**src/rtl/dac_shclk_pkg.sv**
```systemverilog
package dac_shclk_pkg;
  typedef enum logic [1:0] {
    ST_IDLE   = 2'd0,
    ST_SET_HI = 2'd1,
    ST_SET_LO = 2'd2,
    ST_HOLD   = 2'd3
  } shclk_state_e;
endpackage

```
**src/rtl/dac_shclk_cfg.sv**
```systemverilog
module dac_shclk_cfg #(
  parameter int DIV_W  = 8,
  parameter int PER_W  = 4,
  parameter int HOLD_W = 8
) (
  input  logic              clk,
  input  logic              rst,
  input  logic              wr_en,
  input  logic [DIV_W-1:0]  wr_div,
  input  logic [PER_W-1:0]  wr_high,
  input  logic [PER_W-1:0]  wr_low,
  input  logic [HOLD_W-1:0] wr_hold,
  input  logic              load,
  output logic [DIV_W-1:0]  div_o,
  output logic [PER_W-1:0]  high_o,
  output logic [PER_W-1:0]  low_o,
  output logic [HOLD_W-1:0] hold_o
);
  localparam logic [PER_W-1:0] ONE = PER_W'(1);

  logic [DIV_W-1:0]  sh_div;
  logic [PER_W-1:0]  sh_high, sh_low;
  logic [HOLD_W-1:0] sh_hold;

  // shadow copy, written at any time
  always_ff @(posedge clk) begin
    if (rst) begin
      sh_div  <= '0;
      sh_high <= '0;
      sh_low  <= '0;
      sh_hold <= '0;
    end else if (wr_en) begin
      sh_div  <= wr_div;
      sh_high <= wr_high;
      sh_low  <= wr_low;
      sh_hold <= wr_hold;
    end
  end

  // working copy, refreshed only at a setup-phase start; zero counts become one
  always_ff @(posedge clk) begin
    if (rst) begin
      div_o  <= '0;
      high_o <= ONE;
      low_o  <= ONE;
      hold_o <= '0;
    end else if (load) begin
      div_o  <= sh_div;
      high_o <= (sh_high == '0) ? ONE : sh_high;
      low_o  <= (sh_low == '0) ? ONE : sh_low;
      hold_o <= sh_hold;
    end
  end

  a_r6_cfg_frozen: assert property (@(posedge clk) disable iff (rst)
    !load |=> $stable({div_o, high_o, low_o, hold_o}));

  a_r4_counts_nonzero: assert property (@(posedge clk) disable iff (rst)
    (high_o != '0) && (low_o != '0));
endmodule

```
**src/rtl/dac_shclk_prescale.sv**
```systemverilog
module dac_shclk_prescale #(
  parameter int DIV_W = 8
) (
  input  logic             clk,
  input  logic             rst,
  input  logic             run,
  input  logic [DIV_W-1:0] div,
  output logic             tick
);
  logic [DIV_W-1:0] pre;

  assign tick = run && (pre == div);

  always_ff @(posedge clk) begin
    if (rst || !run) pre <= '0;
    else if (pre == div) pre <= '0;
    else pre <= pre + 1'b1;
  end

  a_r1_pre_bound: assert property (@(posedge clk) disable iff (rst)
    run |-> (pre <= div));
endmodule

```
**src/rtl/dac_shclk_seq.sv**
```systemverilog
module dac_shclk_seq
  import dac_shclk_pkg::*;
#(
  parameter int PER_W  = 4,
  parameter int HOLD_W = 8
) (
  input  logic              clk,
  input  logic              rst,
  input  logic              enable,
  input  logic              tick,
  input  logic [PER_W-1:0]  high,
  input  logic [PER_W-1:0]  low,
  input  logic [HOLD_W-1:0] hold,
  output logic              load,
  output logic              run,
  output logic              smpl_clk,
  output logic              in_hold
);
  localparam int SEG_W = PER_W + 1;

  shclk_state_e      state, state_n;
  logic [SEG_W-1:0]  seg, seg_n;
  logic [HOLD_W-1:0] hc, hc_n;
  logic [SEG_W-1:0]  hi_last, lo_last, per_last;

  assign hi_last  = SEG_W'(high) - 1'b1;
  assign lo_last  = SEG_W'(low) - 1'b1;
  assign per_last = SEG_W'(high) + SEG_W'(low) - 1'b1;
  assign run      = (state != ST_IDLE);

  always_comb begin
    state_n = state;
    seg_n   = seg;
    hc_n    = hc;
    load    = 1'b0;
    if (!enable) begin
      state_n = ST_IDLE;
      seg_n   = '0;
      hc_n    = '0;
    end else begin
      unique case (state)
        ST_IDLE: begin
          state_n = ST_SET_HI;
          seg_n   = '0;
          hc_n    = '0;
          load    = 1'b1;
        end
        ST_SET_HI: if (tick) begin
          if (seg == hi_last) begin
            state_n = ST_SET_LO;
            seg_n   = '0;
          end else seg_n = seg + 1'b1;
        end
        ST_SET_LO: if (tick) begin
          if (seg == lo_last) begin
            seg_n = '0;
            hc_n  = '0;
            if (hold == '0) begin
              state_n = ST_SET_HI;
              load    = 1'b1;
            end else state_n = ST_HOLD;
          end else seg_n = seg + 1'b1;
        end
        ST_HOLD: if (tick) begin
          if (seg == per_last) begin
            seg_n = '0;
            if (hc == hold - 1'b1) begin
              state_n = ST_SET_HI;
              hc_n    = '0;
              load    = 1'b1;
            end else hc_n = hc + 1'b1;
          end else seg_n = seg + 1'b1;
        end
        default: state_n = ST_IDLE;
      endcase
    end
  end

  always_ff @(posedge clk) begin
    if (rst) begin
      state    <= ST_IDLE;
      seg      <= '0;
      hc       <= '0;
      smpl_clk <= 1'b0;
      in_hold  <= 1'b0;
    end else begin
      state    <= state_n;
      seg      <= seg_n;
      hc       <= hc_n;
      smpl_clk <= (state_n == ST_SET_HI);
      in_hold  <= (state_n == ST_HOLD);
    end
  end

  a_r7_disable_quiet: assert property (@(posedge clk) disable iff (rst)
    !enable |=> (!smpl_clk && !in_hold));

  a_r3_hold_silent: assert property (@(posedge clk) disable iff (rst)
    in_hold |-> !smpl_clk);

  a_r9_hold_after_low: assert property (@(posedge clk) disable iff (rst)
    $rose(in_hold) |-> $past(!smpl_clk));

  a_r2_start_high: assert property (@(posedge clk) disable iff (rst)
    (!run && enable) |=> smpl_clk);
endmodule

```
**src/rtl/dac_shclk_gen.sv**
```systemverilog
module dac_shclk_gen #(
  parameter int DIV_W  = 8,
  parameter int PER_W  = 4,
  parameter int HOLD_W = 8
) (
  input  logic              clk,
  input  logic              rst,
  input  logic              enable,
  input  logic              cfg_we,
  input  logic [DIV_W-1:0]  cfg_div,
  input  logic [PER_W-1:0]  cfg_high,
  input  logic [PER_W-1:0]  cfg_low,
  input  logic [HOLD_W-1:0] cfg_hold,
  output logic              smpl_clk,
  output logic              in_hold
);
  logic              load, run, tick;
  logic [DIV_W-1:0]  div_a;
  logic [PER_W-1:0]  high_a, low_a;
  logic [HOLD_W-1:0] hold_a;

  dac_shclk_cfg #(.DIV_W(DIV_W), .PER_W(PER_W), .HOLD_W(HOLD_W)) u_cfg (
    .clk(clk), .rst(rst), .wr_en(cfg_we), .wr_div(cfg_div),
    .wr_high(cfg_high), .wr_low(cfg_low), .wr_hold(cfg_hold),
    .load(load), .div_o(div_a), .high_o(high_a), .low_o(low_a), .hold_o(hold_a)
  );

  dac_shclk_prescale #(.DIV_W(DIV_W)) u_pre (
    .clk(clk), .rst(rst), .run(run), .div(div_a), .tick(tick)
  );

  dac_shclk_seq #(.PER_W(PER_W), .HOLD_W(HOLD_W)) u_seq (
    .clk(clk), .rst(rst), .enable(enable), .tick(tick),
    .high(high_a), .low(low_a), .hold(hold_a),
    .load(load), .run(run), .smpl_clk(smpl_clk), .in_hold(in_hold)
  );
endmodule

```
**config.mk**
```make
export PLATFORM = sky130hd
export DESIGN_NAME = dac_shclk_gen
export DESIGN_NICKNAME = d
export VERILOG_FILES = /design/src/rtl/dac_shclk_pkg.sv /design/src/rtl/dac_shclk_cfg.sv /design/src/rtl/dac_shclk_prescale.sv /design/src/rtl/dac_shclk_seq.sv /design/src/rtl/dac_shclk_gen.sv
export SDC_FILE = /design/constraint.sdc
export NUM_CORES = 1
export LEC_CHECK = 0
export BUFFER_PORTS_ARGS = -buffer_cell sky130_fd_sc_hd__buf_2
export CAP_MARGIN = 20
export CORE_ASPECT_RATIO = 0.8
export CORE_MARGIN = 5
export CORE_UTILIZATION = 50
export DETAILED_ROUTE_END_ITERATION = 6
export PLACE_DENSITY = 0.71
export SETUP_SLACK_MARGIN = 0.3
export SLEW_MARGIN = 20
export SYNTH_ARGS = -nofsm -noshare
export SYNTH_HDL_FRONTEND = slang
export SYNTH_SLANG_ARGS = --single-unit
```
**constraint.sdc**
```tcl
create_clock -name clk -period 9.4 [get_ports clk]
set_input_delay 0.47 -clock clk [delete_from_list [all_inputs] [get_ports clk]]
set_output_delay 0.47 -clock clk [all_outputs]
set_load 0.02 [all_outputs]
```
== Word level (Yosys, flattened, before mapping) ==
Index checks and enable logic that the tools add are counted.

* Flip-flop bits (word level): 73
* Bits of input ports: 28
* Word-level logic and storage cells: 84

* $add $sub $neg: 8
* Equal/unequal tests: 15
* Multiplexer cells: 33
* Bitwise operators: 1
* Reductions and logical operators: 13

{| class="wikitable"
|+ Operators by type and width
! operator !! number
|-
| two-way mux 8 bit || 5
|-
| two-way mux 5 bit || 6
|-
| one-hot mux 8 bit (3 select lines) || 1
|-
| one-hot mux 5 bit (4 select lines) || 1
|-
| two-way mux 2 bit || 9
|-
| adder 8 x 1 -> 8 bit, second input constant || 2
|-
| == test 8 bit || 2
|-
| == test 5 bit || 3
|-
| subtractor 4 x 1 -> 5 bit, second input constant || 2
|-
| zero test 4 bit || 2
|-
| zero test 8 bit || 1
|-
| two-way mux 4 bit || 2
|-
| one-hot mux 2 bit (4 select lines) || 1
|-
| subtractor 8 x 1 -> 8 bit, second input constant || 1
|-
| two-way mux 1 bit || 7
|-
| == test 2 bit, second input constant || 3
|-
| != test 2 bit, second input constant || 3
|-
| adder 4 x 4 -> 5 bit || 1
|-
| adder 5 x 1 -> 5 bit, second input constant || 1
|-
| AND reduction 5 bit || 1
|-
| subtractor 5 x 1 -> 5 bit, second input constant || 1
|-
| == test 2 x 1 -> 1 bit, second input constant || 2
|-
| != test 2 x 1 -> 1 bit, second input constant || 2
|-
| OR reduction 2 bit || 2
|-
| other kinds (9) || 9
|}

== Depth between registers and ports, before layout ==
Gate-level depths: netlist of run 1.

* Depth after elaboration: 8
* Mapped depth: 12
* Gate-level depth less buffers: 11

== Modules after synthesis ==
From an unflattened synthesis of run 1, not the netlist that was laid out.

* Cells, all modules: 423
* Area, all modules: 3942.5 um^2

{| class="wikitable"
|+ Modules (own cells, without submodules)
! module !! times used !! cells an instance !! area an instance (um^2)
|-
| dac_shclk_seq || 1 || 219 || 1745.4
|-
| dac_shclk_cfg || 1 || 157 || 1720.4
|-
| dac_shclk_prescale || 1 || 47 || 476.7
|}

== Least setup slack after synthesis of run 1 ==
Ideal clock, no wire load.

* Path type: register -> register
* Start: reg u_cfg.high_o[1]
* End: reg u_cfg.high_o[0]
* Library setup time: 0.072 ns
* Arrival: 2.890 ns
* Slack: 6.438 ns
* Stages on the path, launching flop included: 13
* Period minus slack after synthesis: 2.962 ns
* Path through: dfxtp_1 inv_1 ha_1 inv_1 ha_1 fa_1 xor3_1 nor4_1 o21a_1 nand2_1 o32ai_4 buf_6 mux2i_1

* Cells in the longest elaborated chain, start to end: 7

{| class="wikitable"
|+ Ends and longest elaborated chain
! item !! RTL line !! text
|-
| start, declared || dac_shclk_cfg.sv:15 || <nowiki>output logic [PER_W-1:0] high_o,</nowiki>
|-
| start signal, assigned || dac_shclk_cfg.sv:49 || <nowiki>high_o <= (sh_high == '0) ? ONE : sh_high;</nowiki>
|-
| adder 4 x 4 -> 5 bit || dac_shclk_seq.sv:28 || <nowiki>assign per_last = SEG_W'(high) + SEG_W'(low) - 1'b1;</nowiki>
|-
| subtractor 5 x 1 -> 5 bit || dac_shclk_seq.sv:28 ||
|-
| == test 5 bit || dac_shclk_seq.sv:65 || <nowiki>if (seg == per_last) begin</nowiki>
|-
| two-way mux 1 bit || dac_shclk_seq.sv:65 ||
|-
| two-way mux 1 bit || dac_shclk_seq.sv:64 || <nowiki>ST_HOLD: if (tick) begin</nowiki>
|-
| one-hot mux 1 bit (3 select lines) || dac_shclk_seq.sv:41 || <nowiki>unique case (state)</nowiki>
|-
| two-way mux 1 bit || dac_shclk_seq.sv:36 || <nowiki>if (!enable) begin</nowiki>
|}

Every way passes these cells.
A chain may end at the register's enable or synchronous reset.

== Final worst setup path of run 1 ==
* Start: reg u_cfg.low_o[1]
* End: reg u_cfg.div_o[0]

* Cells in the longest elaborated chain, start to end: 7
* Elaborated cells on any way between the ends: 11
* Those cells by class: add/sub: 3; eq/ne: 2; mux: 6

{| class="wikitable"
|+ Ends and longest elaborated chain
! item !! RTL line !! text
|-
| start, declared || dac_shclk_cfg.sv:16 || <nowiki>output logic [PER_W-1:0] low_o,</nowiki>
|-
| start signal, assigned || dac_shclk_cfg.sv:50 || <nowiki>low_o <= (sh_low == '0) ? ONE : sh_low;</nowiki>
|-
| adder 4 x 4 -> 5 bit || dac_shclk_seq.sv:28 ||
|-
| subtractor 5 x 1 -> 5 bit || dac_shclk_seq.sv:28 ||
|-
| == test 5 bit || dac_shclk_seq.sv:65 ||
|-
| two-way mux 1 bit || dac_shclk_seq.sv:65 ||
|-
| two-way mux 1 bit || dac_shclk_seq.sv:64 ||
|-
| one-hot mux 1 bit (3 select lines) * || dac_shclk_seq.sv:41 ||
|-
| two-way mux 1 bit * || dac_shclk_seq.sv:36 ||
|-
| end signal, assigned || dac_shclk_cfg.sv:48 || <nowiki>div_o <= sh_div;</nowiki>
|-
| end, declared || dac_shclk_cfg.sv:14 || <nowiki>output logic [DIV_W-1:0] div_o,</nowiki>
|}

Every way passes the cells marked *; elsewhere a longest branch is shown, timed or not.

==> implementation parameters, run 1 <==
Parameter                              Value

Run status
  Status ... complete, no violations

Yosys
  Syn avg cell area ... slightly below 9 um2
  Synth Warn # ... 0
  Leading register cell type out of synthesis ... dfxtp_1
  Synth unique cells ... 54
  Mapped Cells ... 451
  Number of synthesized register bits ... between 70 and 80
  Top post-synthesis cells by area ... dfxtp_1 (36%), mux2i_1 (12%), nand2b_1 (7.1%)
  Cell type with the highest aggregate area in the netlist ... dfxtp_1
  Share of the yosys chip area belonging to registers ... a little over a third
  Syn Std Cell Area ... 4036 um2
  Fraction of post-synthesis cell area in the top cell type by area ... approximately 36%
  EDFF count, synth ... 0
  Net count after synthesis ... 494
  Post-synthesis async set-or-reset flop share ... 0%

Clock tree
  Post-cts hold buffer count ... 0
  Total CTS buffers ... 9
  Post-CTS setup repair buffer count ... 0
  Total of cells resized after clock tree synthesis ... 0
  Clock Pin Slew Worst Setup and Hold Paths ... ~0.08 ns
  Clock latency at the later pin of the worst-skew pair ... around 0.35 ns
  Root buf cell ... clkbuf_8
  H-Tree Depth ... 3
  Clock tree from TritonCTS ... yes
  Clk buf depth ... 2
  Number of sinks handled by clock tree synthesis ... 73

Timing
  Number of hold-slack violations in the final timing report ... 0
  Count of final max-slew check failures ... 0
  Setup TNS ... 0 ns
  Final worst setup slack ... 6.071 ns
  Relative max-transition margin ... 31.45%
  Endpoints failing setup ... 0
  Final clock skew ... roughly 0.010 ns
  Highest attainable clock frequency ... between 300 and 400 MHz
  Part of the cycle the worst path needs ... around 35%
  Post-route minimum period ... approximately 3.3 ns
  Setup repair after global routing missed its margin ... false
  Transition at the pin with the smallest max-transition slack ... 1.028 ns

Route
  Drt initial violations ... 158
  Remaining DRCs ... 0
  WL final ... roughly 8000 um
  Post-detailed-route wirelength per cell ... between 10 and 15 um
  Antenna Nets Post-Route ... 0
  Total vias in the final route ... around 3,100
  First drt pass iteration count ... 4
  Vias per cell ... 5.306

Placement
  Placed Instances ... 562
  Gp weighted congestion ... ~0.83
  Port Buffer Count ... 29
  Detailed-placement wirelength estimate ... roughly 5700 um
  Setup slack at placement ... just over 6 ns

Critical path
  Launch instance of the worst register-to-register path ... u_cfg.low_o[1]
  Sort of element at the start of the critical path ... flop
  Critical path arrival ... ~3.6 ns
  Worst path required time ... approximately 9.7 ns
  Start point of the critical path ... u_cfg.low_o[1]
  Largest fanout on the critical path ... 24
  Worst Setup Path Type ... reg2reg
  Crit path capture type ... flop

Cells and area
  Fillcell total ... around 720
  Post-layout net count ... slightly above 500
  Non-filler cells, final ... slightly below 600
  Register area ... between 1000 and 1500 um2
  Fraction of final layout cells sized beyond drive strength 1 ... roughly an eighth
  Number of antenna cells inserted ... 0
  Area occupied by multi-input gates ... 2379 um2
  P&R area growth vs syn ... 9.176%

Die
  I/O Pins ... 30
  Number of rows created at floorplan ... 29
  Die H ... between 90 and 100 um
  Initial core utilization ... between 50% and 60%
  DIE AREA ... approximately 10000 um2
  Standard cell core area ... around 8000 um2
  Horizontal die dimension ... between 100 and 150 um

Min path
  Min-delay worst type ... in2reg
  Worst hold start ... cfg_low[3]

GRT
  First-pass GRT wire length ... roughly 14,000 um
  Vias in the first global route ... 2,937
  Final global-route overflow total ... 0
  Global routing usage summed across all routing layers ... 16.43%
  Initial antenna violation count ... 0
  Pin count of the biggest net entering global routing ... 75

Power and ir drop
  Largest voltage drop on the vdd net ... around 0.11 mV
  Reported leakage power ... between 1.5 and 2 nW
  Power per Cell Area ... 156.9 nW/um2

Run
  Count of maximum capacitance violations ... 0
==> state kept, by name, summed over array words and instances (netlist names) <==
| register | cells |
|---|---|
| u_cfg.sh_div | 8 |
| u_seq.hc | 8 |
| u_cfg.sh_hold | 8 |
| u_seq.seg | 5 |
| u_seq.in_hold | 1 |
| u_cfg.high_o | 4 |
| u_pre.pre | 8 |
| u_seq.state | 2 |
| u_cfg.sh_low | 4 |
| u_seq.smpl_clk | 1 |
| u_cfg.hold_o | 8 |
| u_cfg.sh_high | 4 |
| u_cfg.div_o | 8 |
| u_cfg.low_o | 4 |
==> critical path, stage by stage (launching register included) <==
cell	delay (ns)
dfxtp_1	0.36
inv_1	0.07
ha_1	0.26
inv_1	0.04
ha_1	0.22
fa_1	0.41
xor3_1	0.36
nor4_1	0.27
o21a_1	0.20
nand2_1	0.12
o32ai_4	0.28
buf_4	0.41
mux2i_1	0.24
==> placed cells by master (no fill, tap or decap), types with 2 or more instances in the layout <==
master / n
inv_6: 2
ha_1: 14
and3_1: 5
nand4b_1: 4
dfxtp_1: 73
nor4_1: 4
o2111ai_1: 2
a21oi_1: 7
or3_1: 2
inv_1: 21
nor2_1: 44
nor3_1: 12
nand4_1: 8
a31oi_1: 11
o21ai_0: 4
o22ai_1: 2
clkinvlp_4: 2
o31ai_1: 2
a21o_1: 2
nand2b_1: 46
nand3_1: 25
xor2_1: 22
xnor2_1: 16
nor2b_1: 4
nand2_1: 15
buf_2: 29
clkbuf_8: 9
mux2i_1: 49
and2_1: 4
or2_2: 2
==> layout make-up <==
| class | count | area share (%) |
|---|---|---|
| timing repair buffer | 30 | 3.464 |
| multi-input combinational | 330 | 53.97 |
| clock buffer | 9 | 2.811 |
| clock inverter | 7 | 1.732 |
| sequential | 73 | 33.16 |
| tap | 108 | 3.066 |
| inverter | 21 | 1.789 |
==> per-layer routing <==
metal	GRT usage (%)	vias up	share of wire (%)
li1	-	1575	-
met1	23.73	1405	51
met2	23.74	77	42
met3	3.215	10	4.9
met4	6.872	0	1.8
met5	0	-	0
==> where the power goes <==
group	internal, W	leakage, nW	switching, W
Combinational	0.0000490	1.12	0.0000599
Sequential	0.000321	0.595	0.0000105
Clock	0.000124	0.0962	0.000127
Total	0.000494	1.81	0.000198
==> kinds of logic after synthesis <==
group	count (synthesis)	synth area share, %
fa+ha+maj	15	4.836
xor+xnor	39	8.834
mux	50	12.43
simple gates	181	23.81
flops	73	36.21
buf+inv	48	4.867
compound gates	45	9.021
==> worst paths after layout <==
kind                     end  slack, ns  cells after the start
min          u_cfg.sh_low[3]       0.34                      3
max reg2reg   u_cfg.div_o[0]       6.07                     12
max           u_cfg.div_o[0]       6.07                     12
min reg2reg   u_cfg.div_o[1]       0.48                      2
==> synthesized netlist by cell type, drive strengths merged, types with 4 or more instances <==
cell type	instances
dfxtp	73
mux2i	49
nand2b	46
nor2	44
nand3	25
clkbuf	22
xor2	22
inv	21
xnor2	16
nand2	15
ha	14
nor3	13
a31oi	11
nand4	8
a21oi	7
and2	5
and3	5
buf	5
nor2b	5
nand4b	4
nor4	4
o21ai	4
==> through the flow <==
| step | hold WS, ns | power, W | area, um2 | utilization [%] |
|---|---|---|---|---|
| 4_1_cts | 0.3329 | 0.0006972 | 4407 | 55.71 |
| 3_3_place_gp | 0.4568 | 0.0004416 | 4207 | 53.18 |
| 3_5_place_dp | 0.4641 | 0.0004465 | 4207 | 53.18 |
| 2_1_floorplan | 0.4356 | 0.0004227 | 4036 | - |
| 6_report | 0.3442 | 0.0006916 | 4407 | 55.71 |
| 5_1_grt | 0.3389 | 0.0007250 | 4407 | 55.71 |
Power figures use the tool's default switching activity.
==> inputs of run 2 (changes only) <==
--- a/config.mk
+++ b/config.mk
@@ -11,7 +11,7 @@
 export CORE_MARGIN = 5
 export CORE_UTILIZATION = 50
 export DETAILED_ROUTE_END_ITERATION = 6
-export PLACE_DENSITY = 0.71
+export PLACE_DENSITY = 0.74
 export SETUP_SLACK_MARGIN = 0.3
 export SLEW_MARGIN = 20
 export SYNTH_ARGS = -nofsm -noshare
==> constraint.sdc (replaced) <==
create_clock -name clk -period 2.8 [get_ports clk]
set_input_delay 0.14 -clock clk [delete_from_list [all_inputs] [get_ports clk]]
set_output_delay 0.14 -clock clk [all_outputs]
set_load 0.02 [all_outputs]
==> run 2 against run 1 <==
Critical path depth rose by 1. Critical endpoint is now u_cfg.hold_o[3]. Register-to-register slack worse by 6.2 ns. Highest routed layer unchanged. The flow now finishes with violations (negative setup slack). Sequential cell count unchanged. Via count grew 6.5%.
==> implementation parameters, run 2 (synthesis gave the netlist of run 1 again) <==
Parameter                              Value

Cells and area
  Fraction of final layout cells sized beyond drive strength 1 ... 20.52% (was 11.91%)
  Number of antenna cells inserted ... 0 (unchanged)
  Fillcell total ... 669 (was 724)
  Most frequent standard cell in the layout excluding fill and tap cells ... dfxtp_1 (unchanged)
  Post-layout net count ... 535 (was 508)
  Area occupied by multi-input gates ... 2490 um2 (was 2379 um2)
  P&R area growth vs syn ... 18.51% (was 9.176%)
  Post-layout util ... 60.47% (was 55.71%)
  Most frequent cells in the layout ... dfxtp_1 (69), mux2i_1 (49), nand2b_1 (46) (was dfxtp_1 (73), mux2i_1 (49), nand2b_1 (46))
  Register area ... 1466 um2 (was 1461 um2)

Power and ir drop
  Power per Cell Area ... 493.5 nW/um2 (was 156.9 nW/um2)
  Largest voltage drop on the vdd net ... 0.3569 mV (was 0.1121 mV)
  Reported leakage power ... 1.988 nW (was 1.813 nW)

Timing
  Final clock skew ... 0.01188 ns (was 0.01026 ns)
  Count of final max-slew check failures ... 0 (unchanged)
  Part of the cycle the worst path needs ... 103.0% (was 35.42%)
  Post-route minimum period ... 2.884 ns (was 3.329 ns)
  Setup repair after global routing missed its margin ... true (was false)
  Transition at the pin with the smallest max-transition slack ... 0.6847 ns (was 1.028 ns)
  Final worst setup slack ... -0.08365 ns (was 6.071 ns)
  Hold slack final ... 0.01548 ns (was 0.3442 ns)
  Highest attainable clock frequency ... 346.8 MHz (was 300.4 MHz)
  Relative max-transition margin ... 54.36% (was 31.45%)
  Number of hold-slack violations in the final timing report ... 0 (unchanged)
  Endpoints failing setup ... 26 (was 0)
  Setup TNS ... -1.377 ns (was 0 ns)

Route
  Post-detailed-route wirelength per cell ... 14.55 um (was 13.72 um)
  First drt pass iteration count ... 4 (unchanged)
  Total vias in the final route ... 3,266 (was 3,067)
  Vias per cell ... 5.398 (was 5.306)
  Remaining DRCs ... 0 (unchanged)
  WL final ... 8803 um (was 7929 um)
  Antenna Nets Post-Route ... 0 (unchanged)
  Drt initial violations ... 147 (was 158)

Die
  Horizontal die dimension ... 110.5 um (unchanged)
  Number of rows created at floorplan ... 29 (unchanged)
  I/O Pins ... 30 (unchanged)
  DIE AREA ... 9981 um2 (unchanged)
  Standard cell core area ... 7910 um2 (unchanged)
  Die H ... 90.36 um (unchanged)
  Initial core utilization ... 51.03% (unchanged)

Critical path
  Largest fanout on the critical path ... 9 (was 24)
  Critical path arrival ... 3.17 ns (was 3.61 ns)
  Worst path required time ... 3.09 ns (was 9.68 ns)
  Number of cell instances on the worst register-to-register path ... 13 (was 12)
  Worst Setup Path Type ... reg2reg (unchanged)
  Sort of element at the start of the critical path ... flop (unchanged)
  Crit path capture type ... flop (unchanged)

GRT
  Global routing usage summed across all routing layers ... 17.55% (was 16.43%)
  Pin count of the biggest net entering global routing ... 74 (was 75)
  Final global-route overflow total ... 0 (unchanged)
  Initial antenna violation count ... 0 (unchanged)
  Vias in the first global route ... 3,026 (was 2,937)
  First-pass GRT wire length ... 14,560 um (was 13,880 um)

Min path
  Number of cells on the worst hold path ... 3 (unchanged)
  Min-delay worst type ... in2reg (unchanged)

Clock tree
  Number of sinks handled by clock tree synthesis ... 73 (unchanged)
  Clk buf depth ... 2 (unchanged)
  H-Tree Depth ... 3 (unchanged)
  Root buf cell ... clkbuf_8 (unchanged)
  Clock latency at the later pin of the worst-skew pair ... 0.36 ns (was 0.35 ns)
  Clock tree from TritonCTS ... yes (unchanged)
  Clock Pin Slew Worst Setup and Hold Paths ... 0.09 ns (was 0.08 ns)
  Total CTS buffers ... 9 (unchanged)

Placement
  Detailed-placement wirelength estimate ... 6109 um (was 5704 um)
  Port Buffer Count ... 29 (unchanged)
  Gp weighted congestion ... 0.8461 (was 0.8315)

Run
  Count of maximum capacitance violations ... 0 (unchanged)

Run status
  Violations in the final reports ... negative setup slack
  Status ... finished with violations (was complete, no violations)
run 2: cell types whose count changed in the layout (fill, tap and decap cells not counted), moves of 2 or more:
cell | before | now
nand2_1 | 15 | 13
ha_4 | 0 | 3
buf_6 | 0 | 3
inv_2 | 0 | 3
inv_1 | 21 | 18
nand2_2 | 0 | 2
dfxtp_2 | 0 | 4
ha_1 | 14 | 11
dfxtp_1 | 73 | 69
buf_4 | 1 | 20
run 2: path summary, 6_finish.rpt:
path / start / end / slack [ns]
worst min register to register: u_cfg.sh_hold[6] / u_cfg.hold_o[6] / 0.48
worst max register to register: u_cfg.low_o[1] / u_cfg.hold_o[3] / -0.08
worst max-delay path: u_cfg.low_o[1] / u_cfg.hold_o[3] / -0.08
worst min-delay path: cfg_high[1] / u_cfg.sh_high[1] / 0.02
run 2: report_power, final:
group,switching (W),leakage [nW],internal [W]
clock,0.000418,0.0855,0.000353
combinational,0.000243,1.31,0.000237
sequential,0.0000313,0.595,0.00108
run 2: per-layer routing:
metal	vias to the layer above	wire length, um	track usage, %	share of wire, %
li1	1635	-	-	-
met1	1536	4147	24.24	47
met2	78	4110	26.52	47
met3	17	353	3.550	4.0
met4	0	192	7.590	2.2
met5	-	0	0	0
run 2: critical path: stages (launching register included):
cell and delay [ns]:
dfxtp_2 0.34, inv_2 0.05, ha_4 0.26, inv_2 0.04
ha_4 0.16, fa_2 0.35, xor3_1 0.23, nor4_4 0.29
o21a_1 0.21, nand2_2 0.08, o32ai_4 0.31, buf_6 0.16
buf_12 0.13, mux2i_1 0.20
run 2: through the flow:
stage	instance area [um2]	power [W]	cells	worst slack [ns]
4_1_cts	4696	0.002342	601	-0.04131
6_report	4783	0.002360	605	-0.08365
2_1_floorplan	4056	0.001425	451	-0.03013
3_3_place_gp	4363	0.001517	579	-0.04393
5_1_grt	4783	0.002482	605	-0.2574
3_5_place_dp	4363	0.001532	579	-0.1349
run 2: repair_timing:
item | CTS | global route
endpoints found under the hold margin | 1 | 0
endpoints found under the setup margin | 40 | 40
cloned | 1 | 1
pin swaps | 2 | 5
gates resized for setup | 13 | 10
setup buffers | 4 | 3
hold buffers | 1 | 0
run 2: area by class of cell:
class                      count  area share, %
clock inverter                 6          1.020
clock buffer                  10          2.877
tap                          108          2.825
sequential                    73          30.66
multi-input combinational    330          52.05
inverter                      21          1.648
timing repair buffer          57          8.920
